==> config.mk <==
export PLATFORM = sky130hd
export DESIGN_NAME = spatial_proj_mac
export DESIGN_NICKNAME = d
export VERILOG_FILES = /design/src/rtl/spm_pkg.sv /design/src/rtl/spm_weight_rom.sv /design/src/rtl/spm_frame_ctrl.sv /design/src/rtl/spm_mac_lane.sv /design/src/rtl/spm_round_sat.sv /design/src/rtl/spatial_proj_mac.sv
export SDC_FILE = /design/constraint.sdc
export NUM_CORES = 1
export LEC_CHECK = 0
export ABC_CLOCK_PERIOD_IN_PS = 15200
export BUFFER_PORTS_ARGS = -buffer_cell sky130_fd_sc_hd__clkbuf_2
export CAP_MARGIN = 20
export CELL_PAD_IN_SITES_DETAIL_PLACEMENT = 0
export CELL_PAD_IN_SITES_GLOBAL_PLACEMENT = 1
export CORE_AREA = 2 2 363 365
export CTS_BUF_LIST = sky130_fd_sc_hd__clkbuf_8
export CTS_CLUSTER_DIAMETER = 80
export DETAILED_ROUTE_END_ITERATION = 10
export DIE_AREA = 0 0 365 367
export PLACE_DENSITY_LB_ADDON = 0.2
export SLEW_MARGIN = 15
export SYNTH_ARGS = -nofsm -noshare
export SYNTH_HDL_FRONTEND = slang
export SYNTH_HIERARCHICAL = 1
export SYNTH_SLANG_ARGS = --single-unit
==> constraint.sdc <==
create_clock -name clk -period 15.2 [get_ports clk]
set_input_delay 2.28 -clock clk [delete_from_list [all_inputs] [get_ports clk]]
set_output_delay 2.28 -clock clk [all_outputs]
set_load 0.1 [all_outputs]
==> src/rtl/spm_pkg.sv <==
// Shared constants and the closed-form weight rule for the spatial
// projection unit. Assumes weights fit in 16-bit signed 2.14.
package spm_pkg;

    localparam int N_CLS    = 2;
    localparam int W_MOD    = 97;
    localparam int W_BIAS   = 48;
    localparam int W_SCALE  = 256;

    // Multiplier and offset of the weight rule for a given class.
    function automatic int spm_mul(input int cls);
        return (cls == 0) ? 53 : 29;
    endfunction

    function automatic int spm_ofs(input int cls);
        return (cls == 0) ? 3 : 7;
    endfunction

    // Weight of class cls for channel ch, as a 2.14 integer.
    function automatic int spm_weight(input int cls, input int ch);
        return (((ch * spm_mul(cls) + spm_ofs(cls)) % W_MOD) - W_BIAS) * W_SCALE;
    endfunction

endpackage

==> src/rtl/spm_weight_rom.sv <==
// Constant weight table for one projection class, indexed by channel.
// Assumes the index is below N_CH during use; padding entries read 0.
module spm_weight_rom #(
    parameter int N_CH = 59,
    parameter int DW   = 16,
    parameter int CW   = 6,
    parameter int CLS  = 0
) (
    input  logic [CW-1:0]        ch,
    output logic signed [DW-1:0] w
);

    localparam int DEPTH = 1 << CW;

    logic signed [DW-1:0] table_q [DEPTH];

    // One constant entry per addressable slot, computed from the rule.
    for (genvar c = 0; c < DEPTH; c++) begin : g_entry
        if (c < N_CH) begin : g_live
            localparam logic signed [DW-1:0] WV = DW'(spm_pkg::spm_weight(CLS, c));
            assign table_q[c] = WV;
        end else begin : g_pad
            assign table_q[c] = '0;
        end
    end

    // Combinational lookup of the selected channel's weight.
    assign w = table_q[ch];

endmodule

==> src/rtl/spm_frame_ctrl.sv <==
// Frame sequencer: tracks whether a frame is open and which channel the
// current sample belongs to, and issues clear/accumulate/last controls.
// Assumes one sample per valid cycle; a start always opens a new frame.
module spm_frame_ctrl #(
    parameter int N_CH = 59,
    parameter int CW   = 6
) (
    input  logic          clk,
    input  logic          rst_n,
    input  logic          in_valid,
    input  logic          in_start,
    output logic [CW-1:0] ch_sel,
    output logic          acc_clear,
    output logic          acc_en,
    output logic          frame_last
);

    logic          busy;
    logic [CW-1:0] cnt;
    logic          accept;

    // Decode acceptance and the channel of the sample on the inputs now.
    always_comb begin
        accept     = in_valid && (in_start || busy);
        ch_sel     = in_start ? '0 : cnt;
        acc_clear  = in_valid && in_start;
        acc_en     = accept;
        frame_last = accept && (ch_sel == CW'(N_CH - 1));
    end

    // Advance the channel counter on each accepted sample; close on last.
    always_ff @(posedge clk) begin
        if (!rst_n) begin
            busy <= 1'b0;
            cnt  <= '0;
        end else if (accept) begin
            if (frame_last) begin
                busy <= 1'b0;
                cnt  <= '0;
            end else begin
                busy <= 1'b1;
                cnt  <= ch_sel + CW'(1);
            end
        end
    end

    AST_CNT_RANGE: assert property (@(posedge clk) disable iff (!rst_n)
        cnt < CW'(N_CH)) else $error("channel counter out of range");
    AST_START_ADVANCE: assert property (@(posedge clk) disable iff (!rst_n)
        (in_valid && in_start) |=> (cnt == CW'((N_CH > 1) ? 1 : 0))) else $error("start did not set channel 1 next");
    AST_GAP_HOLD: assert property (@(posedge clk) disable iff (!rst_n)
        !in_valid |=> ($stable(cnt) && $stable(busy))) else $error("state moved on an idle cycle");

endmodule

==> src/rtl/spm_mac_lane.sv <==
// One projection lane: multiplies the sample by its weight and keeps a
// guarded running sum. Assumes AW leaves room for N_CH full-scale products.
module spm_mac_lane #(
    parameter int DW = 16,
    parameter int AW = 39
) (
    input  logic                 clk,
    input  logic                 rst_n,
    input  logic signed [DW-1:0] x,
    input  logic signed [DW-1:0] w,
    input  logic                 clear,
    input  logic                 en,
    output logic signed [AW-1:0] acc_nxt
);

    logic signed [2*DW-1:0] prod;
    logic signed [AW-1:0]   prod_ext;
    logic signed [AW-1:0]   acc_q;

    // Full-precision product, sign-extended to the accumulator width.
    always_comb begin
        prod     = x * w;
        prod_ext = {{(AW - 2*DW){prod[2*DW-1]}}, prod};
        acc_nxt  = (clear ? '0 : acc_q) + prod_ext;
    end

    // Store the running sum on every accepted sample.
    always_ff @(posedge clk) begin
        if (!rst_n) begin
            acc_q <= '0;
        end else if (en) begin
            acc_q <= acc_nxt;
        end
    end

endmodule

==> src/rtl/spm_round_sat.sv <==
// Converts a full-precision sum (2*FRAC fraction bits) to a DW-bit value
// with FRAC fraction bits: round half up, then clamp to the signed range.
module spm_round_sat #(
    parameter int AW   = 39,
    parameter int DW   = 16,
    parameter int FRAC = 14
) (
    input  logic signed [AW-1:0] acc,
    output logic signed [DW-1:0] q
);

    localparam logic signed [AW-1:0] HALF = {{(AW - FRAC){1'b0}}, 1'b1, {(FRAC - 1){1'b0}}};
    localparam logic signed [DW-1:0] QMAX = {1'b0, {(DW - 1){1'b1}}};
    localparam logic signed [DW-1:0] QMIN = {1'b1, {(DW - 1){1'b0}}};

    logic signed [AW-1:0] biased;
    logic signed [AW-1:0] shifted;
    logic                 ovf;

    // Round, detect loss of the upper bits, and clamp on overflow.
    always_comb begin
        biased  = acc + HALF;
        shifted = biased >>> FRAC;
        ovf     = (|shifted[AW-1:DW-1]) && !(&shifted[AW-1:DW-1]);
        if (ovf) begin
            q = shifted[AW-1] ? QMIN : QMAX;
        end else begin
            q = shifted[DW-1:0];
        end
    end

endmodule

==> src/rtl/spatial_proj_mac.sv <==
// Top: channel-serial two-class spatial projection. Per class, a weight
// ROM, a MAC lane and an output quantiser; results are latched together
// with a one-cycle ready strobe when the last channel is accepted.
// Assumes N_CH >= 2 and inputs in signed 2.14 (FRAC fraction bits).
module spatial_proj_mac #(
    parameter int N_CH = 59,
    parameter int DW   = 16,
    parameter int FRAC = 14
) (
    input  logic                 clk,
    input  logic                 rst_n,
    input  logic                 in_valid,
    input  logic                 in_start,
    input  logic signed [DW-1:0] in_data,
    output logic                 out_ready,
    output logic signed [DW-1:0] out_p0,
    output logic signed [DW-1:0] out_p1
);

    localparam int N_CLS = spm_pkg::N_CLS;
    localparam int CW    = (N_CH > 1) ? $clog2(N_CH) : 1;
    localparam int AW    = 2 * DW + $clog2(N_CH) + 1;

    logic [CW-1:0]        ch_sel;
    logic                 acc_clear;
    logic                 acc_en;
    logic                 frame_last;
    logic signed [AW-1:0] acc_nxt [N_CLS];
    logic signed [DW-1:0] q_val   [N_CLS];
    logic signed [DW-1:0] res_q   [N_CLS];

    spm_frame_ctrl #(
        .N_CH (N_CH),
        .CW   (CW)
    ) u_ctrl (
        .clk        (clk),
        .rst_n      (rst_n),
        .in_valid   (in_valid),
        .in_start   (in_start),
        .ch_sel     (ch_sel),
        .acc_clear  (acc_clear),
        .acc_en     (acc_en),
        .frame_last (frame_last)
    );

    // One weight table, lane and quantiser per projection class.
    for (genvar k = 0; k < N_CLS; k++) begin : g_cls
        logic signed [DW-1:0] w_k;

        spm_weight_rom #(
            .N_CH (N_CH),
            .DW   (DW),
            .CW   (CW),
            .CLS  (k)
        ) u_rom (
            .ch (ch_sel),
            .w  (w_k)
        );

        spm_mac_lane #(
            .DW (DW),
            .AW (AW)
        ) u_lane (
            .clk     (clk),
            .rst_n   (rst_n),
            .x       (in_data),
            .w       (w_k),
            .clear   (acc_clear),
            .en      (acc_en),
            .acc_nxt (acc_nxt[k])
        );

        spm_round_sat #(
            .AW   (AW),
            .DW   (DW),
            .FRAC (FRAC)
        ) u_q (
            .acc (acc_nxt[k]),
            .q   (q_val[k])
        );
    end

    // Latch both quantised projections and raise ready on the last channel.
    always_ff @(posedge clk) begin
        if (!rst_n) begin
            out_ready <= 1'b0;
            for (int k = 0; k < N_CLS; k++) begin
                res_q[k] <= '0;
            end
        end else begin
            out_ready <= frame_last;
            if (frame_last) begin
                for (int k = 0; k < N_CLS; k++) begin
                    res_q[k] <= q_val[k];
                end
            end
        end
    end

    assign out_p0 = res_q[0];
    assign out_p1 = res_q[1];

    AST_READY_PULSE: assert property (@(posedge clk) disable iff (!rst_n)
        out_ready |=> !out_ready) else $error("ready held longer than one cycle");
    AST_READY_AFTER_ACCEPT: assert property (@(posedge clk) disable iff (!rst_n)
        out_ready |-> $past(in_valid)) else $error("ready without an accepted sample");
    AST_OUT_HOLD: assert property (@(posedge clk) disable iff (!rst_n)
        !out_ready |-> ($stable(out_p0) && $stable(out_p1))) else $error("projection changed without ready");
    AST_NO_WRAP: assert property (@(posedge clk) disable iff (!rst_n)
        (out_ready && !$past(acc_nxt[0][AW-1])) |-> !out_p0[DW-1]) else $error("non-negative sum wrapped negative");

endmodule

==> results.sh <==
export IMPL_final_nets=4529
export IMPL_rsz0062_at_grt="false"
export IMPL_finalSetupTns_ns=0
export IMPL_area_delta_synth_final_pct=9.53
export IMPL_clock_sinks=118
export IMPL_async_flop_share_pct=0
export IMPL_setup_violations=0
export IMPL_synth_warnings=6
export IMPL_clk_latency_ns=0.55
export IMPL_skew_ns=0.0346
export IMPL_drive_gt1_share_pct=8.72
export IMPL_grt_max_degree=48
export IMPL_crit_path_end_kind="register"
export IMPL_slew_headroom_pct=42.1
export IMPL_crit_type="in -> reg"
export IMPL_floorplan_rows=133
export IMPL_grt_ovfl_total=0
export IMPL_avgSynthCellArea_um2=8.81
export IMPL_fin_crit_ns=14.26
export IMPL_dpl_hpwl_um=77600
export IMPL_drv_slew=0
export IMPL_cpMostUsedCell="fa_1"
export IMPL_synth_area_mm2=0.0324
export IMPL_yosysUniqueCellTypes=114
export IMPL_outcome="finished, final reports clean"
export IMPL_numCtsBuffers=25
export IMPL_grt_pass1_wl_um=157000
export IMPL_worstMarginPinSlew_ns=0.868
export IMPL_core_mm2=0.130
export IMPL_critPathBufInv=8
export IMPL_grt_total_usage_pct=15.0
export IMPL_first_iter_violations=1174
export IMPL_vias=24253
export IMPL_hold_depth=2
export IMPL_final_cell_mix="655 x inv_1, 526 x fa_1, 312 x nand2_1"
export IMPL_clk_pin_slew_worst_paths_ns=0.07
export IMPL_ys_ff_latch=118
export IMPL_final_common_cell="inv_1"
export IMPL_synth_main_ff_cell="dfxtp_1"
export IMPL_cp_top_family="adder cells"
export IMPL_slowest_delay_ns=0.58
export IMPL_fin_crit_sh_pct=93.8
export IMPL_root_buffer="clkbuf_8"
export IMPL_die_w_um=365
export IMPL_start_util_pct=24.8
export IMPL_dieHeight_um=367
export IMPL_crit_cells=46
export IMPL_antenna_found_initial=3
export IMPL_crit_slowest_cell="fa_1"
export IMPL_die_area_mm2=0.134
export IMPL_route_detailed_drc=0
export IMPL_post_cts_buffers=0
export IMPL_antenna_left=0
export IMPL_maxCapViolations=0
export IMPL_grt_pass1_vias=25926
export IMPL_worstPathRequired_ns=15.61
export IMPL_fmaxAchievable_mhz=70.1
export IMPL_place_gp_congestion=0.806
export IMPL_ios=53
export IMPL_avgViaCountPerCell=4.42
export IMPL_synth_enable_flop_cells=32
export IMPL_cp_arrival_ns=14.66
export IMPL_wl_per_cell_um=17.7
export IMPL_clock_path_buffers=3
export IMPL_htree_levels=4
export IMPL_drt_wl_total_um=96800
export IMPL_start_kind="input port"
export IMPL_port_buffers=52
export IMPL_ff2ff_path_depth=44
export IMPL_crit_fanout=21
export IMPL_yosysSeqAreaShare_pct=8.28
export IMPL_synthCells=3677
export IMPL_hold_path_class="reg -> reg"
export IMPL_hold_viol_final=0
export IMPL_cts_tree="yes"
export IMPL_dr_pass1_iters=5
-- state kept, by name, summed over array words and instances, names as in the netlist --
register	cells
u_ctrl/cnt	6
res_q	32
g_cls.u_lane/acc_q	78
u_ctrl/busy	1
out_ready	1
-- repair_timing --
item | 4_1_cts | 5_1_grt
resized for setup | 0 | 6
hold buffers | 0 | 0
endpoints found under the setup margin | 0 | 22
-- cell usage after synthesis, types with 36 or more instances --
library cell	instances	share of area, %
nand2b_1	36	0.70
nor2b_1	129	2.5
mux2i_1	73	2.3
fa_1	526	33
ha_1	261	10
a21o_1	54	1.3
o21ai_0	101	1.6
and2_1	258	5.0
inv_1	657	7.6
nor2_1	158	1.8
a21oi_1	117	1.8
xnor2_1	115	3.1
dfxtp_1	86	5.3
xor2_1	57	1.5
nand3_1	46	0.71
nand2_1	312	3.6
clkbuf_1	85	0.99
-- metrics by stage --
step           cell area, um^2  cells  hold slack [ns]  setup slack (ns)  utilization, %
6_report                 35500   5483            0.466             0.945            27.2
5_1_grt                  35500   5483            0.514           0.00167            27.2
4_1_cts                  35400   5481            0.466             0.662            27.2
3_5_place_dp             35000   5449            0.454             0.135            26.8
3_3_place_gp             35000   5448            0.453            0.0684            26.8
2_1_floorplan            32400   3691            0.441             0.901               -
-- path summary, 6_finish.rpt --
path                                                 from                   endpoint  slack, ns
worst max-delay path                             in_start                res_q[0][2]       0.94
worst min register to register  g_cls[0].u_lane/acc_q[15]  g_cls[0].u_lane/acc_q[15]       0.47
worst min-delay path            g_cls[0].u_lane/acc_q[15]  g_cls[0].u_lane/acc_q[15]       0.47
worst max register to register              u_ctrl/cnt[1]                res_q[0][2]       2.56
-- kinds of logic (layout without fill, tap and decap cells) --
kind of cell    after synthesis  in the layout  synth area share (%)
simple gates               1157           1157                  19.0
fa+ha+maj                   789            789                  42.7
compound gates              528            528                  11.7
mux                          88             88                  3.02
xor+xnor                    180            180                  5.20
other cells                   2             17                0.0232
buf+inv                     815            851                  10.0
flops                       118            118                  8.28
-- layer usage --
layer | GRT usage [%] | vias to the layer above | wire (um)
met5 | 0 | - | 0
met4 | 2.67 | 0 | 1340
met3 | 0.955 | 41 | 2090
met2 | 23.4 | 271 | 43700
met1 | 22.6 | 12064 | 49700
li1 | - | 11877 | -
-- layout make-up --
cell class              instances  area, um^2
clock inverters                 3        13.8
diodes                          1        2.50
multi-input cells            2758       26600
clock buffers                  29         399
repair buffers                161        1130
inverters                     658        2470
fillers                     14259       95000
well taps                    1755        2200
flip-flops and latches        118        2680
-- tightest hold or removal path, delay by kind of cell (launching register included) --
kind             cells  cell delay, ns
AND/OR/NAND/NOR      1            0.06
AO/OA/AOI/OAI        1            0.06
flip-flops           1            0.31
Power is not shown: default switching activity piles up to over one toggle a cycle in this logic, so the estimate is an artifact.
